### config.mk
export PLATFORM = sky130hd
export DESIGN_NAME = spi_cmd_framer
export DESIGN_NICKNAME = d
export VERILOG_FILES = /design/src/rtl/spi_cmd_pkg.sv /design/src/rtl/spi_cmd_layout.sv /design/src/rtl/spi_crc7_serial.sv /design/src/rtl/spi_cmd_framer.sv
export SDC_FILE = /design/constraint.sdc
export NUM_CORES = 1
export LEC_CHECK = 0
export ABC_AREA = 1
export CORE_MARGIN = 2
export CORE_UTILIZATION = 55
export CTS_BUF_LIST = sky130_fd_sc_hd__clkbuf_16
export DETAILED_ROUTE_END_ITERATION = 10
export DONT_BUFFER_PORTS = 1
export PLACE_DENSITY = 0.77
export RECOVER_POWER = 25
export SLEW_MARGIN = 0
export SYNTH_ARGS = -nofsm -noshare
export SYNTH_HDL_FRONTEND = slang
export SYNTH_SLANG_ARGS = --single-unit
### constraint.sdc
create_clock -name clk_i -period 2.2 [get_ports clk_i]
set_clock_uncertainty 0.05 [all_clocks]
set_input_delay 0.33 -clock clk_i [delete_from_list [all_inputs] [get_ports clk_i]]
set_output_delay 0.33 -clock clk_i [all_outputs]
set_load 0.01 [all_outputs]
### src/rtl/spi_cmd_pkg.sv
package spi_cmd_pkg;
  parameter int unsigned BYTE_W    = 8;
  parameter int unsigned ADDR_W    = 24;
  parameter int unsigned DATA_W    = 32;
  parameter int unsigned SIZE_W    = 24;
  parameter int unsigned HDR_BYTES = 8;
  parameter int unsigned CRC_W     = 7;
  parameter logic [CRC_W-1:0] CRC_POLY = 7'h09;
  parameter logic [CRC_W-1:0] CRC_INIT = 7'h7f;

  localparam int unsigned HDR_W   = HDR_BYTES * BYTE_W;
  localparam int unsigned CNT_W   = $clog2(HDR_BYTES + 1);
  localparam int unsigned BIT_W   = $clog2(BYTE_W);

  typedef enum logic [7:0] {
    OP_DMA_WR  = 8'hc1,
    OP_DMA_RD  = 8'hc2,
    OP_INT_WR  = 8'hc3,
    OP_INT_RD  = 8'hc4,
    OP_TERM    = 8'hc5,
    OP_RPT     = 8'hc6,
    OP_XDMA_WR = 8'hc7,
    OP_XDMA_RD = 8'hc8,
    OP_SGL_WR  = 8'hc9,
    OP_SGL_RD  = 8'hca,
    OP_RST     = 8'hcf
  } opcode_e;

  typedef enum logic [1:0] {
    ST_IDLE,
    ST_CRUNCH,
    ST_SEND,
    ST_CRC
  } fsm_e;
endpackage

### src/rtl/spi_cmd_layout.sv
module spi_cmd_layout
  import spi_cmd_pkg::*;
(
  input  logic [7:0]        opcode_i,
  input  logic [ADDR_W-1:0] addr_i,
  input  logic [DATA_W-1:0] wdata_i,
  input  logic [SIZE_W-1:0] size_i,
  input  logic              clockless_i,
  output logic [HDR_W-1:0]  hdr_o,
  output logic [CNT_W-1:0]  hdr_len_o,
  output logic              valid_o
);
  logic [7:0] int_hi;
  assign int_hi = addr_i[15:8] | {clockless_i, 7'd0};

  // header left-aligned: first byte in the top lane
  always_comb begin
    hdr_o     = '0;
    hdr_len_o = '0;
    valid_o   = 1'b1;
    unique case (opcode_i)
      OP_SGL_RD: begin
        hdr_o     = {opcode_i, addr_i, 32'd0};
        hdr_len_o = CNT_W'(4);
      end
      OP_INT_RD: begin
        hdr_o     = {opcode_i, int_hi, addr_i[7:0], 8'h00, 32'd0};
        hdr_len_o = CNT_W'(4);
      end
      OP_TERM, OP_RPT: begin
        hdr_o     = {opcode_i, 24'h000000, 32'd0};
        hdr_len_o = CNT_W'(4);
      end
      OP_RST: begin
        hdr_o     = {opcode_i, 24'hffffff, 32'd0};
        hdr_len_o = CNT_W'(4);
      end
      OP_DMA_WR, OP_DMA_RD: begin
        hdr_o     = {opcode_i, addr_i, size_i[15:0], 16'd0};
        hdr_len_o = CNT_W'(6);
      end
      OP_XDMA_WR, OP_XDMA_RD: begin
        hdr_o     = {opcode_i, addr_i, size_i, 8'd0};
        hdr_len_o = CNT_W'(7);
      end
      OP_INT_WR: begin
        hdr_o     = {opcode_i, int_hi, addr_i[7:0], wdata_i, 8'd0};
        hdr_len_o = CNT_W'(7);
      end
      OP_SGL_WR: begin
        hdr_o     = {opcode_i, addr_i, wdata_i};
        hdr_len_o = CNT_W'(8);
      end
      default: valid_o = 1'b0;
    endcase
  end
endmodule

### src/rtl/spi_crc7_serial.sv
module spi_crc7_serial #(
  parameter int unsigned W = 7,
  parameter logic [W-1:0] POLY = 7'h09,
  parameter logic [W-1:0] INIT = 7'h7f
) (
  input  logic         clk_i,
  input  logic         rst_ni,
  input  logic         init_i,
  input  logic         en_i,
  input  logic         bit_i,
  output logic [W-1:0] crc_o
);
  logic [W-1:0] crc_q;
  logic         fb;

  assign fb = crc_q[W-1] ^ bit_i;

  always_ff @(posedge clk_i or negedge rst_ni) begin
    if (!rst_ni)     crc_q <= INIT;
    else if (init_i) crc_q <= INIT;
    else if (en_i)   crc_q <= {crc_q[W-2:0], 1'b0} ^ (fb ? POLY : '0);
  end

  assign crc_o = crc_q;
endmodule

### src/rtl/spi_cmd_framer.sv
module spi_cmd_framer
  import spi_cmd_pkg::*;
(
  input  logic              clk_i,
  input  logic              rst_ni,
  input  logic              start_i,
  input  logic [7:0]        opcode_i,
  input  logic [ADDR_W-1:0] addr_i,
  input  logic [DATA_W-1:0] wdata_i,
  input  logic [SIZE_W-1:0] size_i,
  input  logic              clockless_i,
  input  logic              crc_off_i,
  output logic [7:0]        tx_data_o,
  output logic              tx_valid_o,
  input  logic              tx_ready_i,
  output logic              busy_o,
  output logic              done_o,
  output logic              err_o
);
  fsm_e             state_q;
  logic [HDR_W-1:0] frame_q;
  logic [CNT_W-1:0] rem_q;
  logic [BIT_W-1:0] bit_q;
  logic             crc_off_q, done_q, err_q;

  logic [HDR_W-1:0] lay_hdr;
  logic [CNT_W-1:0] lay_len;
  logic             lay_valid;
  logic [CRC_W-1:0] crc;
  logic             accept, take;

  spi_cmd_layout u_layout (
    .opcode_i   (opcode_i),
    .addr_i     (addr_i),
    .wdata_i    (wdata_i),
    .size_i     (size_i),
    .clockless_i(clockless_i),
    .hdr_o      (lay_hdr),
    .hdr_len_o  (lay_len),
    .valid_o    (lay_valid)
  );

  assign take   = (state_q == ST_IDLE) && start_i;
  assign accept = tx_valid_o && tx_ready_i;

  spi_crc7_serial #(.W(CRC_W), .POLY(CRC_POLY), .INIT(CRC_INIT)) u_crc (
    .clk_i (clk_i),
    .rst_ni(rst_ni),
    .init_i(take),
    .en_i  (state_q == ST_CRUNCH),
    .bit_i (frame_q[HDR_W-1-int'(bit_q)]),
    .crc_o (crc)
  );

  always_ff @(posedge clk_i or negedge rst_ni) begin
    if (!rst_ni) begin
      state_q   <= ST_IDLE;
      frame_q   <= '0;
      rem_q     <= '0;
      bit_q     <= '0;
      crc_off_q <= 1'b0;
      done_q    <= 1'b0;
      err_q     <= 1'b0;
    end else begin
      done_q <= 1'b0;
      err_q  <= 1'b0;
      unique case (state_q)
        ST_IDLE: if (start_i) begin
          if (lay_valid) begin
            frame_q   <= lay_hdr;
            rem_q     <= lay_len;
            crc_off_q <= crc_off_i;
            bit_q     <= '0;
            state_q   <= ST_CRUNCH;
          end else begin
            err_q <= 1'b1;
          end
        end
        ST_CRUNCH: begin
          bit_q <= bit_q + 1'b1;
          if (bit_q == BIT_W'(BYTE_W - 1)) state_q <= ST_SEND;
        end
        ST_SEND: if (tx_ready_i) begin
          frame_q <= frame_q << BYTE_W;
          rem_q   <= rem_q - 1'b1;
          if (rem_q == CNT_W'(1)) begin
            if (crc_off_q) begin
              state_q <= ST_IDLE;
              done_q  <= 1'b1;
            end else begin
              state_q <= ST_CRC;
            end
          end else begin
            state_q <= ST_CRUNCH;
          end
        end
        ST_CRC: if (tx_ready_i) begin
          state_q <= ST_IDLE;
          done_q  <= 1'b1;
        end
        default: state_q <= ST_IDLE;
      endcase
    end
  end

  assign tx_valid_o = (state_q == ST_SEND) || (state_q == ST_CRC);
  assign tx_data_o  = (state_q == ST_CRC) ? {crc, 1'b0} : frame_q[HDR_W-1 -: BYTE_W];
  assign busy_o     = (state_q != ST_IDLE);
  assign done_o     = done_q;
  assign err_o      = err_q;
endmodule

# [Yosys cells after proc, flatten, opt, wreduce, memory -nomap -nowiden]
# Cells that the tools add are included.
[op_classes] n_eq_ne=21 magnitude_cmp=1 addsub=3 muxes=36 bitwise_logic=3 n_reduce_logical=17
[op_table] operator="64-bit one-hot mux with 8 select lines" n=1
[op_table] operator="64-bit two-way mux" n=3
[op_table] operator="64-bit one-hot mux with 2 select lines" n=1
[op_table] operator="8-bit == test, second input constant" n=11
[op_table] operator="32-bit by 7-bit less-than comparator with 1-bit output, second input constant" n=1
[op_table] operator="4-bit two-way mux" n=4
[op_table] operator="4-bit one-hot mux with 4 select lines" n=1
[op_table] operator="2-bit two-way mux" n=7
[op_table] operator="7-bit two-way mux" n=2
[op_table] operator="11-bit OR reduction" n=1
[op_table] operator="2-bit != test, second input constant" n=5
[op_table] operator="1-bit two-way mux" n=9
[op_table] operator="8-bit two-way mux" n=1
[op_table] operator="8-bit OR" n=1
[op_table] operator="2-bit one-hot mux with 4 select lines" n=1
[op_table] operator="4-bit one-hot mux with 2 select lines" n=1
[op_table] operator="2-bit nonzero test" n=4
[op_table] operator="6-bit by 3-bit subtractor with 7-bit output, first input constant" n=1
[op_table] operator="7-bit bitwise XOR" n=1
[op_table] operator="1-bit binary-select mux with 6-bit select" n=1
[op_table] operator="3-bit two-way mux" n=2
[op_table] operator="3-bit one-hot mux with 2 select lines" n=1
[op_table] operator="3-bit AND reduction" n=2
[op_table] operator="2-bit OR reduction" n=3
[op_table] operator="15 further kinds" n=16
[word_totals] ff_bits=83 out_inout_bits=12 inputBits=94

# [Logic depth before layout (Yosys ltp)]
# Gate-level depths: netlist of run 1.
[depth] ltp_word=8 mapped_depth=14 depth_no_buf=12

# [By module]
# A second synthesis of run 1 with hierarchy kept.
[unflattened] cells_unflattened=1024 hier_area_um2=6372.4
[modules_own_cells] mod="spi_cmd_framer" area_per_inst_um2=3942.5 instances=1 cells_each=525
[modules_own_cells] mod="spi_cmd_layout" area_per_inst_um2=2115.8 instances=1 cells_each=464
[modules_own_cells] mod="spi_crc7_serial" area_per_inst_um2=314.1 instances=1 cells_each=35

# [Least setup slack after synthesis of run 1]
# No wires, ideal clock.
[synth_path] path_kind="input -> register" from="in opcode_i[6]" to="reg frame_q[33]" path_slack_ns=0.480 cell_stages=12 setup_ns=0.117 arrival_ns=1.553 t_required_ns=2.033 n_path_buf=3 cell_sequence="nand2_1 -> nor2_4 -> buf_4 -> nand3_1 -> nand2_1 -> nor2_2 -> nand2_2 -> nand2_4 -> buf_4 -> buf_4 -> nand3_1 -> nand2_1"
[synth_via] elab_chain_len=6
[synth_rtl] item="start, declared" line="spi_cmd_framer.sv:7" source="input logic [7:0] opcode_i,"
[synth_rtl] item="8-bit == test" line="spi_cmd_layout.sv:21" source="unique case (opcode_i)"
[synth_rtl] item="2-bit OR reduction (on tied branches)"
[synth_rtl] item="64-bit one-hot mux with 8 select lines" line="spi_cmd_layout.sv:21"
[synth_rtl] item="64-bit two-way mux" line="spi_cmd_framer.sv:69" source="if (lay_valid) begin"
[synth_rtl] item="64-bit two-way mux" line="spi_cmd_framer.sv:68" source="ST_IDLE: if (start_i) begin"
[synth_rtl] item="64-bit one-hot mux with 2 select lines" line="spi_cmd_framer.sv:67" source="unique case (state_q)"
[synth_rtl] item="end signal, assigned" line="spi_cmd_framer.sv:70" source="frame_q <= lay_hdr;"
[synth_rtl] item="end signal, assigned" line="spi_cmd_framer.sv:84" source="frame_q <= frame_q << BYTE_W;"
[synth_rtl] item="end, declared" line="spi_cmd_framer.sv:21" source="logic [HDR_W-1:0] frame_q;"
# Several ways; a longest one is shown, not always the timed one. The select of a mux whose other input is x is not followed.
# A chain may end at the register's enable or synchronous reset.

# [Worst setup path after layout of run 1]
[layout_path] from="reg state_q[1]" to="out tx_data_o[4]"
[layout_via] elab_chain_len=2
[layout_rtl] item="start, declared" line="spi_cmd_framer.sv:20" source="fsm_e state_q;"
[layout_rtl] item="start signal, assigned" line="spi_cmd_framer.sv:57" source="state_q <= ST_IDLE;"
[layout_rtl] item="start signal, assigned" line="spi_cmd_framer.sv:74" source="state_q <= ST_CRUNCH;"
[layout_rtl] item="start signal, assigned" line="spi_cmd_framer.sv:81" source="if (bit_q == BIT_W'(BYTE_W - 1)) state_q <= ST_SEND;"
[layout_rtl] item="2-bit == test" line="spi_cmd_framer.sv:107" source="assign tx_data_o = (state_q == ST_CRC) ? {crc, 1'b0} : frame_q[HDR_W-1 -: BYTE_W];"
[layout_rtl] item="8-bit two-way mux" line="spi_cmd_framer.sv:107"
[layout_rtl] item="end, declared" line="spi_cmd_framer.sv:13" source="output logic [7:0] tx_data_o,"
# No other way between the ends.

==> impl_metrics.env, run 1 <==
export IMPL_clock_latency_ps=340
export IMPL_grt_use_total_pct=31.4
export IMPL_worst_slew_pin_slew_ps=1020
export IMPL_postRouteAntennaNets=0
export IMPL_syn_cell_area_um2=5980
export IMPL_setup_tns_ps=0
export IMPL_cts_max_path_buffers=2
export IMPL_start_util_pct=55.7
export IMPL_synth_compound_area_share_pct=9.52
export IMPL_grt_overflow=0
export IMPL_ys_warn_count=0
export IMPL_p_leak_uw=0.00348
export IMPL_wl_per_cell_um=16.1
export IMPL_final_max_slew_viol_count=0
export IMPL_coreArea_um2=10700
export IMPL_rsz0062_at_grt="false"
export IMPL_yosys_area_share_simple_pct=45.3
export IMPL_critical_path_top_delay_family="flip-flops"
export IMPL_totalWireLength_um=17500
export IMPL_drc=0
export IMPL_hold_viol=83
export IMPL_crit_chain="nand2_1, mux2_2"
export IMPL_slowest_stage="dfrtp_1"
export IMPL_antenna_found_initial=0
export IMPL_relSlewSlack_pct=31.6
export IMPL_vias_per_cell=5.70
export IMPL_final_cell_mix="421 x nand2_1, 173 x nand3_1, 86 x o21ai_0"
export IMPL_timing_final_crit_period_ps=1960
export IMPL_mostFrequentLayoutCell="nand2_1"
export IMPL_clkSinkCount=83
export IMPL_drive_gt1_share_pct=7.26
export IMPL_status="finished, violations left"
export IMPL_hold_ws_ps=-374
export IMPL_vias=6215
export IMPL_die_x_um=108
export IMPL_first_global_vias=5921
export IMPL_start_kind="register"
export IMPL_worstPathArrival_ps=1580
export IMPL_yosys_area_share_adder_pct=0.837
export IMPL_h_tree_depth=3
export IMPL_synthCells=971
export IMPL_area_growth_pct=7.49
export IMPL_clock_fmax_ghz=0.510
export IMPL_layout_setup_ws_ps=237
export IMPL_synth_cell_type_count=32
export IMPL_min_period_over_period_pct=89.2
export IMPL_io_buffers=0
export IMPL_dp_hpwl_um=11900
export IMPL_ys_ff_latch=83
export IMPL_crit_buf_inv=0
export IMPL_seq_area_frac_synth_pct=34.9
export IMPL_die_h_um=108
export IMPL_hold_class="input pin to asynchronous set/reset pin"
export IMPL_grt_max_degree=84
export IMPL_diodes=0
export IMPL_cts_root_buffer="clkbuf_16"
export IMPL_vdd_drop_max_mv=0.583
export IMPL_dr_pass1_iters=5
export IMPL_rows=38
export IMPL_endpoint_kind="output port"
export IMPL_avgSynthCellArea_um2=6.16
export IMPL_gp_congestion=0.900
export IMPL_pre_cts_ws_ps=255
export IMPL_maxCapViolCount=0
export IMPL_synth_top_family_by_area="simple AND/OR/NAND/NOR gates"
export IMPL_violations="hold timing"
export IMPL_cts_buffers=9
export IMPL_dieArea_um2=11700
export IMPL_synth_xor_area_share_pct=0
export IMPL_path_max_fanout=13
export IMPL_drt_initial_drc_count=448
export IMPL_post_cts_buffers=0
export IMPL_muxShareOfSynthArea_pct=0.377
export IMPL_slowest_delay_ps=470
export IMPL_p_per_area_nw_per_um2=804
export IMPL_nets=1043
export IMPL_clkTransAtPathRegs_ps=60
export IMPL_cts_tree="yes"
export IMPL_io_pins=106
export IMPL_cp_required_ps=1820
export IMPL_synth_nets=1069
export IMPL_critPathKind="register to output port"
export IMPL_final_setup_viol_count=0
export IMPL_grt_pass1_wl_um=28800
export IMPL_cts_resized=0
==> power by group <==
part           switching [µW]  internal [µW]
registers                 221           1900
logic                    1020            510
clock network             649            870
==> final timing paths <==
kind / to / slack [ps] / cells past startpoint / from
worst max-delay path: tx_data_o[4] / 240 / 2 / state_q[1]
worst min-delay path: frame_q[45] / -370 / 0 / rst_ni
worst max register to register: frame_q[3] / 330 / 6 / state_q[1]
worst min register to register: rem_q[3] / 450 / 2 / rem_q[3]
max in group asynchronous: u_crc.crc_o[6] / 2250 / 0 / rst_ni
min in group clk_i: done_o / 50 / 2 / tx_ready_i
==> cells by family after synthesis <==
kind of cell    after synthesis
compound gates              108
buf+inv                     129
fa+ha+maj                     4
mux                           2
simple gates                645
flops                        83
==> registers in the layout, summed over array words and instances, names as in the netlist <==
signal,cells
err_o,1
done_o,1
state_q,2
bit_q,3
crc_off_q,1
u_crc.crc_o,7
rem_q,4
frame_q,64
==> layout make-up <==
type,count,area (µm²)
well taps,140,175
inverters,69,259
multi-input cells,759,3360
flip-flops and latches,83,2090
repair buffers,23,260
clock buffers,9,225
fillers,1105,4320
clock inverters,7,62.6
==> Yosys cell counts <==
| cell type | number | area, µm² |
|---|---|---|
| o21ai_0 | 86 | 430 |
| buf_6 | 2 | 22.5 |
| nor3_1 | 2 | 10.0 |
| inv_1 | 62 | 233 |
| buf_4 | 4 | 30.0 |
| dfstp_2 | 7 | 184 |
| nand3_2 | 1 | 10.0 |
| nand4_1 | 1 | 6.26 |
| ha_1 | 4 | 50.1 |
| buf_2 | 24 | 120 |
| and2_1 | 1 | 6.26 |
| mux2_2 | 2 | 22.5 |
| nor3_2 | 1 | 10.0 |
| nor2_4 | 1 | 11.3 |
| or2_2 | 1 | 6.26 |
| nor2_2 | 4 | 25.0 |
| a21oi_1 | 2 | 10.0 |
| inv_2 | 7 | 26.3 |
| buf_1 | 2 | 7.51 |
| o21ai_1 | 10 | 50.1 |
| dfrtp_1 | 76 | 1900 |
| nand2_1 | 422 | 1580 |
| clkbuf_1 | 28 | 105 |
| nand2_2 | 5 | 31.3 |
| o31ai_1 | 1 | 7.51 |
| nand2_4 | 2 | 22.5 |
| o2111ai_1 | 2 | 17.5 |
| a211o_1 | 1 | 8.76 |
| nand3b_1 | 1 | 7.51 |
| o211ai_1 | 6 | 45.0 |
| nor2_1 | 30 | 113 |
| nand3_1 | 173 | 866 |
==> metal layers <==
metal / up-vias / global-route usage, % / share of wire [%]
li1: 3054 / - / -
met1: 2844 / 41.3 / 42
met2: 282 / 50.4 / 46
met3: 35 / 8.38 / 9.2
met4: 0 / 10.5 / 2.3
met5: - / 0 / 0
==> through the flow <==
stage	power (µW)	hold slack [ps]	instances	utilization, %	instance area [µm²]
2_1_floorplan	3240	-15.6	971	-	5980
3_3_place_gp	3630	-11.5	1074	57.1	6140
3_5_place_dp	3660	-11.4	1074	57.1	6140
4_1_cts	5160	-378	1090	59.8	6430
5_1_grt	5510	-382	1090	59.8	6430
6_report	5170	-374	1090	59.8	6430
No activity file was read; power rests on OpenSTA's default activity.
==> run 2, diff against run 1 <==
--- a/config.mk
+++ b/config.mk
@@ -16,4 +16,5 @@
 export SLEW_MARGIN = 0
 export SYNTH_ARGS = -nofsm -noshare
 export SYNTH_HDL_FRONTEND = slang
+export SYNTH_HIERARCHICAL = 1
 export SYNTH_SLANG_ARGS = --single-unit
==> run 2 against run 1 <==
  * Wire length is 7.6% lower
  * Area after synthesis rose by 6.5%
  * Cell count grew 5.0%
  * Maximum frequency down 0.69%
  * Power is 20% higher
  * Critical endpoint is now tx_data_o[7]
  * The run still ends with hold timing left
  * Worst setup slack lost 14 ps
  * Clock power grew 3%
  * Highest routed layer unchanged
  * Global-route usage decreased by 4.6 points
  * Count of clock-buffer cells in the layout is the same
  * Register-to-register slack better by 230 ps
  * Design area up 5.2%
  * Utilization shrank 0.37 points
==> impl_metrics.env, run 2 <==
export IMPL_status="finished, violations left"
export IMPL_violations="hold timing"
export IMPL_path_max_fanout=15
export IMPL_top_register="frame_q"
export IMPL_hold_class="input pin to asynchronous set/reset pin"
export IMPL_grtUsageMet2_pct=43.5
export IMPL_yosysMostFrequentCell="nand2_1"
export IMPL_design_area_um2=6760
export IMPL_clock_fmax_ghz=0.506
export IMPL_dieArea_um2=12500
export IMPL_wl_per_cell_um=14.1
export IMPL_ys_ff_latch=83
export IMPL_syn_cell_area_um2=6370
export IMPL_timing_final_crit_period_ps=1980
export IMPL_die_h_um=112
export IMPL_vdd_drop_max_mv=0.590
export IMPL_synth_cell_type_count=33
export IMPL_place_area_um2=6450
export IMPL_mostFrequentLayoutCell="nand2_1"
export IMPL_cts_root_buffer="clkbuf_16"
export IMPL_hold_ws_ps=-361
export IMPL_io_pins=106
export IMPL_cts_max_path_buffers=2
export IMPL_hold_viol=83
export IMPL_cts_tree="yes"
export IMPL_synth_async_reset_ratio_pct=100
export IMPL_reg2reg_depth=7
export IMPL_avgSynthCellArea_um2=6.22
export IMPL_nets=1095
export IMPL_min_period_over_period_pct=89.8
export IMPL_rsz0062_at_grt="false"
export IMPL_fillCellCount=1119
export IMPL_clock_latency_ps=330
export IMPL_yosysTopAreaCellShare_pct=29.8
export IMPL_grt_busiest_layer="met2"
export IMPL_first_global_vias=5762
export IMPL_p_per_area_nw_per_um2=920
export IMPL_setup_tns_ps=0
export IMPL_ys_warn_count=6
export IMPL_drive_gt1_share_pct=7.78
export IMPL_totalWireLength_um=16200
export IMPL_grt_use_total_pct=26.8
export IMPL_timing_rr_end="crc_off_q"
export IMPL_maxCapViolCount=0
export IMPL_endpoint_kind="output port"
export IMPL_p_total_uw=6220
export IMPL_antenna_found_initial=0
export IMPL_coreArea_um2=11400
export IMPL_cp_required_ps=1820
export IMPL_grt_util_met1_pct=37.3
export IMPL_vias_per_cell=5.44
export IMPL_yosysTopAreaCell="dfrtp_1"
export IMPL_worstPathArrival_ps=1600
export IMPL_instances_no_fill=1145
export IMPL_synthCells=1024
export IMPL_drt_initial_drc_count=521
export IMPL_die_x_um=112
export IMPL_dr_pass1_iters=5
export IMPL_drc=0
export IMPL_clkTransAtPathRegs_ps=60
export IMPL_seq_area_frac_synth_pct=32.7
export IMPL_synth_area_leaders="dfrtp_1 30%, nand2_1 19%, nand3_1 12%"
export IMPL_grt_pass1_wl_um=27600
export IMPL_r2r_slack_ps=560
export IMPL_final_cell_mix="319 x nand2_1, 154 x nand3_1, 130 x inv_1"
export IMPL_r2r_start="state_q[1]"
export IMPL_postRouteAntennaNets=0
export IMPL_final_max_slew_viol_count=0
export IMPL_largest_reg_flops=64
export IMPL_vias=6230
export IMPL_ys_top_cells_by_count="319 x nand2_1, 154 x nand3_1, 129 x inv_1"
export IMPL_h_tree_depth=3
export IMPL_diodes=0
export IMPL_synth_flop_cell="dfrtp_1"
export IMPL_start_util_pct=56.0
export IMPL_post_cts_buffers=0
export IMPL_grt_overflow=0
export IMPL_gp_congestion=0.933
export IMPL_p_leak_uw=0.00328
export IMPL_start_kind="register"
export IMPL_final_setup_viol_count=0
export IMPL_io_buffers=0
export IMPL_synth_edf_count=0
export IMPL_dp_cells=1129
export IMPL_critPathKind="register to output port"
export IMPL_grt_use_met3_pct=4.57
export IMPL_dp_hpwl_um=11700
export IMPL_grt_max_degree=84
export IMPL_area_growth_pct=6.09
export IMPL_cts_buffers=9
export IMPL_clkSinkCount=83
export IMPL_rows=39
==> run 2: worst max path at each step <==
stage	slack [ps]	start	to
2_1_floorplan	230	opcode_i[2]	bit_q[0]
3_3_place_gp	130	opcode_i[5]	frame_q[14]
3_5_place_dp	60	opcode_i[5]	frame_q[43]
4_1_cts	40	state_q[1]	tx_data_o[4]
5_1_grt	60	state_q[1]	tx_data_o[7]
6_report	220	state_q[1]	tx_data_o[7]
==> run 2: critical path: stages, from the launching register on <==
cell and delay (ps):
dfrtp_2 530, nand2_1 110, inv_1 170, o21ai_0 460
==> run 2: power breakdown <==
group | internal, µW | leakage [µW] | total [µW] | switching (µW)
Clock | 980 | 0.000152 | 1560 | 581
Sequential | 2210 | 0.00109 | 2510 | 304
Combinational | 705 | 0.00204 | 2140 | 1440
==> run 2: cells by family after synthesis <==
logic type,after synthesis,synth area share [%]
AOI/OAI and AO/OA,163,13.2
other,1,0.0588
adders and majority gates,4,0.785
DFF,83,32.7
buffers and inverters,203,14.1
and+or+nand+nor,570,39.1
==> run 2: final cells by class <==
class | count | area [µm²] | share of cell area (%)
multi-input combinational | 739 | 3400 | 50.2
sequential | 83 | 2090 | 30.9
inverter | 138 | 518 | 7.66
timing repair buffer | 26 | 270 | 4.00
clock buffer | 9 | 225 | 3.33
tap | 143 | 179 | 2.65
clock inverter | 7 | 83.8 | 1.24
==> run 2: repair_timing <==
| item | CTS | global route |
|---|---|---|
| setup endpoints to repair | 0 | 7 |
| endpoints found under the hold margin | 83 | 83 |
| gates resized for setup | 0 | 1 |
==> run 2: metal layers <==
| metal | share of wire [%] | vias up |
|---|---|---|
| li1 | - | 3204 |
| met1 | 44 | 2801 |
| met2 | 48 | 204 |
| met3 | 6.8 | 21 |
| met4 | 1.8 | 0 |
| met5 | 0 | - |
==> run 2: stage by stage <==
step                worst slack, ps  utilization [%]
CTS                            44.1             59.4
finish                          224             59.5
floorplan                       227                -
global route                   60.2             59.5
detailed placement             58.0             56.7
global placement                127             56.7
